## src/rtl/sirq_pkg.sv

```systemverilog
package sirq_pkg;

    typedef enum logic {
        MODE_CONT  = 1'b0,
        MODE_QUIET = 1'b1
    } sirq_mode_e;

    localparam int unsigned STOP_QUIET_LEN = 2;
    localparam int unsigned STOP_CONT_LEN  = 3;

endpackage

```

## src/rtl/sirq_line_mon.sv

```systemverilog
module sirq_line_mon #(
    parameter int unsigned START_MIN = 4,
    parameter int unsigned START_MAX = 8,
    parameter int unsigned RUNW      = 4
) (
    input  logic clk,
    input  logic rst_n,
    input  logic line_i,
    output logic start_o,
    output logic stop_quiet_o,
    output logic stop_cont_o
);
    import sirq_pkg::*;

    logic [RUNW-1:0] run_d, run_q;

    always_comb begin
        run_d = run_q;
        if (line_i) begin
            run_d = '0;
        end else if (!(&run_q)) begin
            run_d = run_q + 1'b1;
        end
    end

    always_ff @(posedge clk) begin
        if (!rst_n) begin
            run_q <= '1;
        end else begin
            run_q <= run_d;
        end
    end

    assign start_o      = line_i && (run_q >= RUNW'(START_MIN)) && (run_q <= RUNW'(START_MAX));
    assign stop_quiet_o = line_i && (run_q == RUNW'(STOP_QUIET_LEN));
    assign stop_cont_o  = line_i && (run_q == RUNW'(STOP_CONT_LEN));

endmodule

```

## src/rtl/sirq_slot_map.sv

```systemverilog
module sirq_slot_map #(
    parameter int unsigned SLOTS    = 16,
    parameter int unsigned SHARED_K = 2
) (
    input  logic [SLOTS-1:0] irq_i,
    input  logic             smi_n_i,
    input  logic             smi_slot_i,
    output logic [SLOTS-1:0] req_o
);
    localparam logic USE_FIRST = 1'b0;

    for (genvar k = 0; k < SLOTS; k++) begin : g_slot
        if (k == 0) begin : g_unused
            assign req_o[k] = irq_i[k] & USE_FIRST;
        end else if (k == SHARED_K) begin : g_shared
            assign req_o[k] = smi_slot_i ? !smi_n_i : irq_i[k];
        end else begin : g_plain
            assign req_o[k] = irq_i[k];
        end
    end

endmodule

```

## src/rtl/sirq_slot_dec.sv

```systemverilog
module sirq_slot_dec #(
    parameter int unsigned SLOTS      = 16,
    parameter int unsigned FRAME_CLKS = 3,
    parameter int unsigned CNTW       = 6
) (
    input  logic [CNTW-1:0]  cnt_i,
    output logic [SLOTS-1:0] samp_o,
    output logic [SLOTS-1:0] rec_o
);
    for (genvar k = 0; k < SLOTS; k++) begin : g_hit
        assign samp_o[k] = (cnt_i == CNTW'(FRAME_CLKS * (k + 1) - 1));
        assign rec_o[k]  = (cnt_i == CNTW'(FRAME_CLKS * (k + 1)));
    end

endmodule

```

## src/rtl/sirq_agent.sv

```systemverilog
module sirq_agent #(
    parameter int unsigned SLOTS      = 16,
    parameter int unsigned FRAME_CLKS = 3,
    parameter int unsigned START_MIN  = 4,
    parameter int unsigned START_MAX  = 8,
    parameter int unsigned SHARED_K   = 2
) (
    input  logic             clk,
    input  logic             rst_n,
    input  logic [SLOTS-1:0] irq_i,
    input  logic             smi_n_i,
    input  logic             smi_slot_i,
    input  logic             sirq_i,
    output logic             sirq_o,
    output logic             sirq_oe_o
);
    import sirq_pkg::*;

    localparam int unsigned LAST_CLK = FRAME_CLKS * SLOTS + 1;
    localparam int unsigned CNTW     = $clog2(LAST_CLK + 2);
    localparam int unsigned RUNW     = $clog2(START_MAX + 2);

    typedef struct packed {
        logic             active;
        sirq_mode_e       mode;
        logic             started;
        logic [CNTW-1:0]  cnt;
        logic [SLOTS-1:0] rep;
        logic             oe;
        logic             o;
    } agent_st_t;

    agent_st_t st_d, st_q;

    logic             start_det, stop_quiet, stop_cont;
    logic [SLOTS-1:0] req;
    logic [SLOTS-1:0] samp_hit, rec_hit;
    logic [CNTW-1:0]  cnt_inc;
    logic             pending;

    sirq_line_mon #(
        .START_MIN (START_MIN),
        .START_MAX (START_MAX),
        .RUNW      (RUNW)
    ) u_mon (
        .clk          (clk),
        .rst_n        (rst_n),
        .line_i       (sirq_i),
        .start_o      (start_det),
        .stop_quiet_o (stop_quiet),
        .stop_cont_o  (stop_cont)
    );

    sirq_slot_map #(
        .SLOTS    (SLOTS),
        .SHARED_K (SHARED_K)
    ) u_map (
        .irq_i      (irq_i),
        .smi_n_i    (smi_n_i),
        .smi_slot_i (smi_slot_i),
        .req_o      (req)
    );

    assign cnt_inc = (&st_q.cnt) ? st_q.cnt : st_q.cnt + 1'b1;

    sirq_slot_dec #(
        .SLOTS      (SLOTS),
        .FRAME_CLKS (FRAME_CLKS),
        .CNTW       (CNTW)
    ) u_dec (
        .cnt_i  (cnt_inc),
        .samp_o (samp_hit),
        .rec_o  (rec_hit)
    );

    assign pending = |(req ^ st_q.rep);

    always_comb begin
        st_d    = st_q;
        st_d.oe = 1'b0;
        st_d.o  = 1'b1;

        if (st_q.active) begin
            if (stop_quiet || stop_cont) begin
                st_d.active  = 1'b0;
                st_d.mode    = stop_quiet ? MODE_QUIET : MODE_CONT;
                st_d.started = 1'b0;
            end else begin
                st_d.cnt = cnt_inc;
                for (int k = 0; k < SLOTS; k++) begin
                    if (samp_hit[k]) begin
                        st_d.rep[k] = req[k];
                        if (req[k]) begin
                            st_d.oe = 1'b1;
                            st_d.o  = 1'b0;
                        end
                    end
                    if (rec_hit[k] && st_q.oe && !st_q.o) begin
                        st_d.oe = 1'b1;
                        st_d.o  = 1'b1;
                    end
                end
            end
        end else if (start_det) begin
            st_d.active  = 1'b1;
            st_d.cnt     = CNTW'(1);
            st_d.started = 1'b0;
        end

        if (!st_d.active && (st_d.mode == MODE_QUIET) && pending &&
            sirq_i && !st_d.started && !start_det) begin
            st_d.oe      = 1'b1;
            st_d.o       = 1'b0;
            st_d.started = 1'b1;
        end
    end

    always_ff @(posedge clk) begin
        if (!rst_n) begin
            st_q.active  <= 1'b0;
            st_q.mode    <= MODE_CONT;
            st_q.started <= 1'b0;
            st_q.cnt     <= '0;
            st_q.rep     <= '0;
            st_q.oe      <= 1'b0;
            st_q.o       <= 1'b1;
        end else begin
            st_q <= st_d;
        end
    end

    assign sirq_o    = st_q.o;
    assign sirq_oe_o = st_q.oe;

    logic            chk_active;
    logic            chk_quiet;
    logic [CNTW-1:0] chk_cnt;
    assign chk_active = st_q.active;
    assign chk_quiet  = (st_q.mode == MODE_QUIET);
    assign chk_cnt    = st_q.cnt;

endmodule

```

## config.mk

```make
export PLATFORM = sky130hd
export DESIGN_NAME = sirq_agent
export DESIGN_NICKNAME = d
export VERILOG_FILES = /design/src/rtl/sirq_pkg.sv /design/src/rtl/sirq_line_mon.sv /design/src/rtl/sirq_slot_map.sv /design/src/rtl/sirq_slot_dec.sv /design/src/rtl/sirq_agent.sv
export SDC_FILE = /design/constraint.sdc
export NUM_CORES = 1
export LEC_CHECK = 0
export BUFFER_PORTS_ARGS = -buffer_cell sky130_fd_sc_hd__buf_4
export CORE_AREA = 10 10 81 83
export CTS_CLUSTER_DIAMETER = 100
export DETAILED_ROUTE_END_ITERATION = 8
export DIE_AREA = 0 0 91 93
export GPL_TIMING_DRIVEN = 0
export PLACE_DENSITY = 0.72
export REMOVE_ABC_BUFFERS = 1
export SLEW_MARGIN = 5
export SYNTH_ARGS = -nofsm -noshare
export SYNTH_HDL_FRONTEND = slang
export SYNTH_SLANG_ARGS = --single-unit
```

## constraint.sdc

```tcl
create_clock -name clk -period 2.4 [get_ports clk]
set_input_delay 0 -clock clk [delete_from_list [all_inputs] [get_ports clk]]
set_output_delay 0 -clock clk [all_outputs]
set_load 0.005 [all_outputs]
```

# --- After elaboration in Yosys (flattened, before gate mapping) ---
# Cells that the tools add are included.
word_totals:
  regBits: 31
  in_bits: 21
classes:
  muxes: 93
  n_eq_ne: 37
  magnitude_cmp: 2
  n_addsub: 2
  n_bitwise: 2
  n_reduce_logical: 68
ops:
  columns: ["operator", "count"]
  rows:
  - ["two-way mux 2 bit", 62]
  - ["equality test 6 bit, second input constant", 12]
  - ["equality test 6 x 5 -> 1 bit, second input constant", 10]
  - ["AND reduction 3 bit", 16]
  - ["logical AND 1 bit", 41]
  - ["equality test 6 x 4 -> 1 bit, second input constant", 6]
  - ["two-way mux 24 bit", 1]
  - ["two-way mux 1 bit", 21]
  - ["OR reduction 16 bit", 1]
  - ["XOR 16 bit", 1]
  - ["two-way mux 7 bit", 2]
  - ["equality test 6 x 2 -> 1 bit, second input constant", 2]
  - ["equality test 6 x 3 -> 1 bit, second input constant", 2]
  - ["two-way mux 3 bit", 4]
  - ["equality test 4 x 2 -> 1 bit, second input constant", 2]
  - ["two-way mux 4 bit", 2]
  - ["adder 6 x 1 -> 6 bit, second input constant", 1]
  - ["two-way mux 6 bit", 1]
  - ["AND reduction 6 bit", 1]
  - ["zero test 1 bit", 5]
  - ["adder 4 x 1 -> 4 bit, second input constant", 1]
  - ["greater-or-equal comparator 4 x 3 -> 1 bit, second input constant", 1]
  - ["less-or-equal comparator 4 bit, second input constant", 1]
  - ["inequality test 2 bit, second input constant", 2]
  - ["6 further kinds", 6]

# --- Depth between registers and ports, before layout ---
# Gate-level depths: netlist of run 1.
depth:
  depth_word: 72
  mapped_depth: 11
  depth_no_buf: 10

# --- By module ---
# Synthesis of run 1 repeated with hierarchy kept, for this count alone.
unflattened:
  cells_unflattened: 300
  hier_area_um2: 2298.5
modules_own_cells:
  columns: ["module", "n_inst", "area_per_inst_um2", "cells_each", "seq_area_each_um2"]
  rows:
  - ["sirq_agent", 1, 1621.6, 202, 540.5]
  - ["sirq_slot_dec", 1, 294.0, 54, 0.0]
  - ["sirq_line_mon", 1, 252.7, 26, 80.1]
  - ["sirq_slot_map", 1, 130.1, 18, 0.0]

# --- Worst setup path before layout of run 1 ---
# OpenSTA, ideal clock, no wires.
synth_timing:
  kind: "register to register"
  start: "register st_q, in the netlist chk_cnt[1]"
  end: "register st_q, in the netlist sirq_oe_o"
  arrival_ns: 2.153
  stages_incl_launch_ff: 11
  t_required_ns: 2.273
  slack_ns: 0.120
  cell_sequence: "dfxtp_1 -> ha_1 -> and2_2 -> a21oi_2 -> mux2_4 -> buf_6 -> a22oi_2 -> nor3_1 -> a311o_1 -> nor4b_2 -> a31oi_1"
synth_between:
  elab_chain_cells: 68
  elab_cells_between_ends: 129
  cone_classes: "add/sub: 1; eq/ne: 31; mux: 64; reduce/logical: 33"
synth_lines:
  columns: ["item", "line", "source"]
  rows:
  - ["start: declaration", "sirq_agent.sv:33", "agent_st_t st_d, st_q;"]
  - ["start signal: assignment", "sirq_agent.sv:128", "st_q <= st_d;"]
  - ["adder 6 x 1 -> 6 bit or AND reduction 6 bit (tied branches)", "sirq_agent.sv:64", "assign cnt_inc = (&st_q.cnt) ? st_q.cnt : st_q.cnt + 1'b1;"]
  - ["two-way mux 6 bit *", "sirq_agent.sv:64", null]
  - ["equality test 6 x 2 -> 1 bit", "sirq_slot_dec.sv:12", "assign rec_o[k] = (cnt_i == CNTW'(FRAME_CLKS * (k + 1)));"]
  - ["logical AND 1 bit (2 in a row)", "sirq_agent.sv:98", "if (rec_hit[k] && st_q.oe && !st_q.o) begin"]
  - ["two-way mux 2 bit", "sirq_agent.sv:98", null]
  - ["two-way mux 2 bit", "sirq_agent.sv:93", "if (req[k]) begin"]
  - ["two-way mux 2 bit", "sirq_agent.sv:91", "if (samp_hit[k]) begin"]
  - ["two-way mux 2 bit", "sirq_agent.sv:98", null]
  - ["[51 not listed]", null, null]
  - ["two-way mux 2 bit", "sirq_agent.sv:91", null]
  - ["two-way mux 2 bit", "sirq_agent.sv:98", null]
  - ["two-way mux 2 bit", "sirq_agent.sv:93", null]
  - ["two-way mux 2 bit", "sirq_agent.sv:91", null]
  - ["two-way mux 2 bit *", "sirq_agent.sv:98", null]
  - ["two-way mux 24 bit *", "sirq_agent.sv:84", "if (stop_quiet || stop_cont) begin"]
  - ["two-way mux 2 bit *", "sirq_agent.sv:83", "if (st_q.active) begin"]
  - ["two-way mux 2 bit *", "sirq_agent.sv:110", "if (!st_d.active && (st_d.mode == MODE_QUIET) && pending &&"]
# Mark *: on every way between the ends. The rest lies on a longest branch, timed or not. The select of a mux whose other input is x is not followed.
# A chain may end at the register's enable or synchronous reset.

# --- Worst setup path in the final report of run 1 ---
# Same ends and word-level chain as after synthesis.

==> run_results.csv, run 1 <==
group,metric,value,unit
global_route,grt_pass1_vias,2211,
setup_path,crit_fanout,11,
setup_path,critical_path_class,"flip-flop to flip-flop",
yosys,yosysTopAreaCellShare,24.08,%
placed_design,placed_area,0.002630,mm²
placed_design,routabilityCongestion,0.9492,
floorplanning,rows,26,
global_route,grt_max_degree,31,
yosys,synth_compound_gate_area_share,25.54,%
yosys,yosysTopAreaCell,"dfxtp_1",
setup_path,start_kind,"flip-flop",
setup_path,worstPathRequired,2.55,ns
floorplanning,fp.dieW,91,µm
finish,seqCellArea,620.6,µm²
route,drc,0,
floorplanning,initial_core_util,49.78,%
cts,cts_tree,"built",
yosys,synth-adder-area-share,3.011,%
global_route,antenna_found_initial,0,
placed_design,portBuffers,21,
cts,cts_buffer_depth,2,
yosys,avgSynthCellArea,8.482,µm²
yosys,muxShareOfSynthArea,7.978,%
power_and_ir_drop,power_density,400.3,mW/mm²
floorplanning,fp.coreArea,0.005010,mm²
sta,tightest_slew,0.8721,ns
finish,synthToLayoutAreaGrowth,18.87,%
cts,cts.clk_slew.worst_paths,0.06,ns
finish,final_util,59.17,%
sta,slew_headroom,41.36,%
finish,instances_no_fill,396,
power_and_ir_drop,p_leak,1.099,nW
finish,fin_nets,354,
route,dr.pass1.iters,5,
route,wl_per_cell,15.82,µm
cts,clock_latency,0.28,ns
cts,cts_sinks,30,
route,num_vias,2359,
global_route,grt_first_pass_wirelength,10.36,mm
yosys,synthArstFlopShare,0,%
route,drt_iter0_drc,206,
finish,antennaDiodeCount,0,
sta,fmax,423.0,MHz
floorplanning,num_io_pins,23,
floorplanning,dieArea,0.008463,mm²
placed_design,hpwlAfterDp,4.428,mm
route,finalWirelength,6.264,mm
setup_path,worst_setup_path_end_kind,"flip-flop",
finish,multi_input_area,0.001848,mm²
sta,fin_skew,0.005095,ns
yosys,ys_seq_area_share,24.08,%
yosys,syn_inst,294,
yosys,synth-simple-area-share,28.15,%
sta,hold_viol,0,
global_route,grt_overflow,0,
yosys,synth.area.top_cells,"dfxtp_1 (24%), mux2i_1 (6.0%), nand3_1 (6.0%)",
sta,fin_setup_tns,0,ns
finish,fin_area,0.002964,mm²
route,via_per_inst,5.957,
hold_path,worstHoldPathType,"input pin to flip-flop",
yosys,synth_edf_count,0,
yosys,synth_top_family_by_area,"simple AND/OR/NAND/NOR gates",
sta,min_period,2.364,ns
finish,fillers,492,
yosys,ys.flop_type,"dfxtp_1",
route,ant_nets,0,
yosys,yosys_register_bits,30,
placed_design,placed_cells,371,
sta,rsz0062_at_grt,"true",
yosys,synth_area,0.002494,mm²
finish,final_common_cell,"buf_4",
status,outcome,"complete, no violations",
floorplanning,fp.dieH,93,µm
sta,final.period_utilization,98.50,%
global_route,grt.total_usage,14.38,%
cts,numCtsBuffers,5,
yosys,synth_cell_types,68,
placed_design,place_ws,-0.6612,ns
sta,setup_ws,0.03609,ns
cts,cts_root_buffer,"clkbuf_8",
sta,setup-violations-final,0,
cts,htree_num_levels,2,
finish,most-common-layout-cells,"buf_4 (39), nand3_1 (30), nand2_1 (26), dfxtp_1 (22), xnor2_1 (17)",
yosys,synth_warnings,0,
setup_path,cp.arrival,2.51,ns
sta,hold_ws,0.008342,ns
finish,drive_gt1_share,27.91,%
power_and_ir_drop,irDropWorstVdd,0.0003290,V
sta,slew_violations,0,
yosys,synthXorXnorAreaFrac,5.971,%
power_and_ir_drop,finalPower,1.186,mW
job,drv_cap,0,
routing by layer:
layer / routed length [µm] / GRT usage (%) / vias to the layer above / part of all wire, %
met3: 473 / 4.157 / 16 / 7.6
met5: 0 / 0 / - / 0
li1: - / - / 1150 / -
met2: 3009 / 23.57 / 112 / 48
met1: 2679 / 17.69 / 1081 / 43
met4: 101 / 4.830 / 0 / 1.6
state kept, by name, summed over array words and instances (netlist names):
signal       cells
chk_active       1
chk_cnt          6
chk_quiet        1
sirq_o           1
sirq_oe_o        1
st_q            16
u_mon.run_q      4
what timing repair did:
item | CTS | global route
setup endpoints to repair | 17 | 9
hold endpoints to repair | 4 | 0
setup buffers | 6 | 12
pin swaps | 2 | 7
resized for setup | 8 | 20
hold buffers | 1 | 0
path summary, 6_finish.rpt:
kind / endpoint / startpoint / slack, ns / cells past startpoint
max: sirq_oe_o / chk_cnt[1] / 0.04 / 9
min reg2reg: st_q[9] / st_q[9] / 0.48 / 2
min: st_q[6] / irq_i[4] / 0.008 / 3
max reg2reg: sirq_oe_o / chk_cnt[1] / 0.04 / 9
power breakdown:
part	leakage, nW	internal (mW)	switching (mW)	total [mW]
clock	0.0431	0.221	0.175	0.395
combinational	0.808	0.122	0.138	0.260
sequential	0.247	0.509	0.0219	0.531
worst max-delay path: stages (launching register included):
cell and delay [ns]:
dfxtp_4 0.39, ha_4 0.21, buf_4 0.17, mux2i_4 0.17
o32ai_4 0.13, buf_4 0.19, a22o_1 0.20, a311o_1 0.36
nor4b_2 0.30, a31oi_1 0.11
synth_stat cells, types with 5 or more instances:
library cell  number
inv_1              6
clkbuf_1           5
dfxtp_1           30
buf_6              6
nand2_1           27
ha_1               6
nand3_1           30
mux2i_1           15
nor2_1            16
a21oi_1            8
nor2b_1           15
a21boi_0           8
and2_1             5
o21ai_0            8
xnor2_1           17
nor3_1             5
layout make-up:
type                    instances  area share, %
well taps                      70          2.955
multi-input cells             244          62.35
inverters                       6         0.7598
repair buffers                 40          10.22
flip-flops and latches         30          20.94
clock buffers                   6          2.786
cells by family (layout without fill, tap and decap cells):
family          after synthesis  after routing
xor+xnor                     17             17
compound gates               75             75
simple gates                128            128
fa+ha+maj                     6              6
buf+inv                      20             52
flops                        30             30
mux                          18             18
No activity file was read; power rests on OpenSTA's default activity.
==> run 2, diff against run 1 <==
- BUFFER_PORTS_ARGS: -buffer_cell sky130_fd_sc_hd__buf_4 -> -buffer_cell sky130_fd_sc_hd__buf_2
- CORE_AREA: 10 10 81 83 -> 10 10 102 68
- DIE_AREA: 0 0 91 93 -> 0 0 112 78
- PLACE_DENSITY: 0.72 -> 0.71
==> run 2 against run 1 <==
The flow now finishes with violations (setup timing). Non-clock buffer count increased by 10. Via count grew 6.4%. Global-route usage hardly changed. Count of clock-buffer cells in the layout stayed put. Clock power increased by 4%. Total power is 2.7% higher. Register-to-register slack worse by 0.097 ns.
==> run_results.csv, run 2 (synthesis gave the netlist of run 1 again) <==
group,metric,value,unit
global_route,grt_pass1_vias,2179,
route,ant_nets,0,
sta,rsz0062_at_grt,"true",
power_and_ir_drop,finalPower,1.218,mW
floorplanning,fp.dieW,112,µm
sta,min_period,2.461,ns
route,drt_iter0_drc,262,
cts,cts_tree,"built",
sta,setup_ws,-0.06100,ns
power_and_ir_drop,irDropWorstVdd,0.0002094,V
sta,slew_headroom,58.98,%
floorplanning,dieArea,0.008736,mm²
route,finalWirelength,7.191,mm
setup_path,worstPathRequired,2.56,ns
global_route,antenna_found_initial,0,
route,drc,0,
cts,cts_buffer_depth,2,
finish,largest_reg_flops,16,
hold_path,worstHoldPathType,"input pin to flip-flop",
global_route,grt_overflow,0,
status,outcome,"finished, violations left",
finish,final_util,57.77,%
floorplanning,fp.dieH,78,µm
route,dr.pass1.iters,5,
cts,cts_root_buffer,"clkbuf_8",
floorplanning,fp.coreArea,0.005229,mm²
placed_design,place_ws,-0.6100,ns
floorplanning,rows,21,
setup_path,cp.arrival,2.62,ns
finish,fin_nets,365,
floorplanning,initial_core_util,47.69,%
sta,setup-violations-final,2,
setup_path,worst_setup_path_end_kind,"flip-flop",
finish,synthToLayoutAreaGrowth,21.12,%
power_and_ir_drop,power_density,403.2,mW/mm²
finish,drive_gt1_share,30.27,%
setup_path,critical_path_class,"flip-flop to flip-flop",
floorplanning,num_io_pins,23,
finish,instances_no_fill,406,
power_and_ir_drop,p_leak,1.138,nW
job,drv_cap,0,
sta,hold_ws,0.02314,ns
route,num_vias,2511,
sta,final.period_utilization,102.5,%
finish,antennaDiodeCount,0,
status,violations,"setup timing",
cts,cts_sinks,30,
route,wl_per_cell,17.71,µm
global_route,grt.total_usage,14.38,%
global_route,grt_first_pass_wirelength,10.67,mm
finish,top_register,"st_q",
placed_design,portBuffers,21,
cts,clock_latency,0.28,ns
sta,fin_skew,0.003213,ns
route,via_per_inst,6.185,
cts,htree_num_levels,2,
finish,fillers,472,
finish,final_common_cell,"nand3_1",
sta,fmax,406.3,MHz
finish,most-common-layout-cells,"nand3_1 (30), nand2_1 (26), buf_4 (24), dfxtp_1 (23), buf_2 (22)",
placed_design,hpwlAfterDp,4.719,mm
sta,slew_violations,0,
global_route,grt_max_degree,31,
placed_design,placed_cells,370,
setup_path,start_kind,"flip-flop",
cts,numCtsBuffers,5,
sta,tightest_slew,0.6117,ns
setup_path,crit_fanout,6,
sta,hold_viol,0,
cts,cts.clk_slew.worst_paths,0.06,ns
placed_design,routabilityCongestion,0.9450,
run 2: cell types whose count changed in the layout (fill, tap and decap cells not counted), moves of 2 or more:
cell	change
nor3_2	+2
buf_4	-15
and2_2	-2
buf_2	+22
nor3_1	-2
run 2: metrics by stage:
step / cell area, µm² / setup TNS, ns
3_5_place_dp: 2576 / -5.363
5_1_grt: 3020 / -0.5215
6_report: 3020 / -0.09297
4_1_cts: 2721 / 0
3_3_place_gp: 2576 / -5.043
2_1_floorplan: 2385 / -0.4247
run 2: layer usage:
metal / wire (µm) / share of wire (%) / GRT usage (%) / vias to the layer above
met5: 0 / 0 / 0 / -
met4: 92 / 1.3 / 2.652 / 0
met3: 613 / 8.5 / 4.071 / 15
met2: 3132 / 44 / 21.00 / 124
met1: 3353 / 47 / 20.48 / 1191
li1: - / - / - / 1181
run 2: timing repair:
item                                    CTS  global route
endpoints found under the hold margin     2             0
resized for setup                        10            20
cloned                                    0             1
pin swaps                                 1             8
buffers inserted                          1            27
hold buffers                              1             0
endpoints found under the setup margin   17            10
run 2: where the power goes:
group / internal (mW) / leakage [nW] / switching (mW) / total [mW]
Sequential: 0.509 / 0.247 / 0.0194 / 0.528
Clock: 0.221 / 0.0431 / 0.190 / 0.411
Combinational: 0.126 / 0.848 / 0.153 / 0.279
run 2: worst paths after layout:
| path | startpoint | to | slack, ns | depth (start not counted) |
|---|---|---|---|---|
| max | chk_cnt[0] | sirq_oe_o | -0.06 | 11 |
| min | irq_i[13] | st_q[15] | 0.02 | 3 |
| max reg2reg | chk_cnt[0] | sirq_oe_o | -0.06 | 11 |
| min reg2reg | st_q[13] | st_q[13] | 0.49 | 2 |
run 2: critical path, cell delays in order (launching register included):
cell and delay (ns):
dfxtp_4 0.37, ha_4 0.19, buf_4 0.14, mux2i_4 0.16, buf_12 0.15, o32ai_4 0.11
buf_4 0.17, a22oi_2 0.18, nor3_2 0.07, a311o_1 0.33, nor4b_2 0.32, a31oi_1 0.12
run 2: final cells by class:
class,instances,area [µm²],area share [%]
inverter,6,22.52,0.7456
timing repair buffer,50,336.6,11.14
sequential,30,616.8,20.42
clock buffer,6,82.58,2.734
multi-input combinational,245,1876,62.10
tap,69,86.33,2.858
==> run 3, diff against run 2 <==
- PLACE_DENSITY: 0.71 -> 0.68
- clock period: 2.4 -> 2.6 ns (I/O delays scaled with it)
==> run 3 against run 2 <==
Utilization down 4.8 points. First-iteration DRC count fell by 20%. Fmax grew 0.38%. Final cell count decreased by 5.4%. Total power fell by 11%. Combinational power shrank 27%. Routed wire length is 11% lower. Register-to-register slack improved by 0.21 ns. Via count fell by 9.0%. The run now ends clean.
==> run_results.csv, run 3 (synthesis gave the netlist of run 1 again) <==
group,metric,value,unit
status,outcome,"complete, no violations",
finish,drive_gt1_share,22.22,%
placed_design,hpwlAfterDp,4.629,mm
hold_path,worstHoldPathType,"input pin to flip-flop",
setup_path,start_kind,"flip-flop",
cts,numCtsBuffers,5,
finish,multi_input_area,0.001810,mm²
floorplanning,fp.dieW,112,µm
route,ant_nets,0,
finish,fillers,494,
route,via_per_inst,5.951,
sta,min_period,2.452,ns
finish,fin_nets,341,
route,finalWirelength,6.376,mm
sta,fin_setup_tns,0,ns
floorplanning,dieArea,0.008736,mm²
sta,hold_viol,0,
power_and_ir_drop,power_density,391.7,mW/mm²
sta,slew_headroom,40.18,%
sta,fin_skew,0.004291,ns
floorplanning,fp.dieH,78,µm
job,drv_cap,0,
cts,htree_num_levels,2,
finish,largest_reg_flops,16,
cts,cts_sinks,30,
power_and_ir_drop,p_leak,1.005,nW
route,num_vias,2285,
sta,fmax,407.9,MHz
placed_design,routabilityCongestion,0.9857,
setup_path,worstPathRequired,2.83,ns
route,drc,0,
route,wl_per_cell,16.60,µm
route,dr.pass1.iters,4,
setup_path,critical_path_class,"flip-flop to flip-flop",
finish,antennaDiodeCount,0,
global_route,grt.total_usage,14.15,%
finish,final_common_cell,"nand3_1",
cts,cts_tree,"built",
global_route,antenna_found_initial,0,
floorplanning,rows,21,
finish,synthToLayoutAreaGrowth,11.14,%
cts,cts_buffer_depth,2,
global_route,grt_first_pass_wirelength,10.49,mm
global_route,grt_overflow,0,
finish,most-common-layout-cells,"nand3_1 (30), nand2_1 (26), dfxtp_1 (26), buf_2 (21), xnor2_1 (17)",
setup_path,crit_fanout,10,
cts,cts.clk_slew.worst_paths,0.06,ns
floorplanning,initial_core_util,47.69,%
power_and_ir_drop,irDropWorstVdd,0.0002326,V
global_route,grt_max_degree,31,
sta,tightest_slew,0.8897,ns
floorplanning,num_io_pins,23,
sta,setup-violations-final,0,
power_and_ir_drop,finalPower,1.086,mW
placed_design,portBuffers,21,
setup_path,worst_setup_path_end_kind,"flip-flop",
cts,cts_root_buffer,"clkbuf_8",
cts,clock_latency,0.28,ns
setup_path,reg2reg_slack,0.15,ns
floorplanning,fp.coreArea,0.005229,mm²
sta,final.period_utilization,94.29,%
finish,seqCellArea,608.1,µm²
sta,rsz0062_at_grt,"false",
setup_path,cp.arrival,2.68,ns
sta,slew_violations,0,
finish,top_register,"st_q",
route,drt_iter0_drc,210,
global_route,grt_pass1_vias,2135,
run 3: changes by cell type in the layout (fill, tap and decap cells not counted), moves of 2 or more:
cell and change:
buf_4 -19, nor3_2 -2, dfxtp_1 +3, dfxtp_4 -2, nor3_1 +2
run 3: worst paths after layout:
kind,startpoint,to,depth (start not counted)
setup / recovery,chk_cnt[0],sirq_o,10
hold / removal,irq_i[3],st_q[5],3
setup reg to reg,chk_cnt[0],sirq_o,10
hold reg to reg,st_q[9],st_q[9],2
run 3: report_power, final:
part | total (mW) | switching [mW] | leakage [nW] | internal, mW
Combinational | 0.205 | 0.120 | 0.712 | 0.0853
Clock | 0.384 | 0.171 | 0.0482 | 0.213
Sequential | 0.497 | 0.0255 | 0.246 | 0.471
Total | 1.09 | 0.316 | 1.01 | 0.770
run 3: layer usage:
layer	up-vias	GRT usage, %	part of all wire [%]
met5	-	0	0
met4	0	3.157	0.33
met3	2	3.840	8.2
met2	81	20.42	42
met1	1071	20.23	49
li1	1131	-	-
run 3: final cells by class:
cell class	instances	area share, %
tap	69	3.115
sequential	30	21.94
timing repair buffer	27	5.508
clock inverter	1	0.1806
clock buffer	7	3.115
inverter	6	0.8126
multi-input combinational	244	65.33
run 3: through the flow:
step                area [µm²]  hold WS, ns  setup WS [ns]  utilization, %  instances
global route              2771      0.03406        0.03258           53.00        384
floorplan                 2385      0.07108        0.04912               -        280
detailed placement        2576       0.2916        -0.4737           49.27        370
CTS                       2710     0.005834       0.005755           51.83        379
finish                    2771     0.007817         0.1484           53.00        384
global placement          2576       0.2940        -0.4795           49.27        370
run 3: worst max-delay path, stage by stage, from the launching register on:
cell and delay (ns):
dfxtp_4 0.41, ha_4 0.21, buf_4 0.18, mux2i_4 0.22, o32ai_4 0.20, buf_4 0.20, a32o_1 0.25, a31o_2 0.24
o2bb2ai_1 0.14, a41oi_1 0.22, o21a_1 0.14
run 3: repair_timing:
item,CTS,global route
pin swaps,0,2
hold buffers,1,0
setup endpoints to repair,16,10
setup buffers,0,5
gates resized for setup,6,7
hold endpoints to repair,1,0
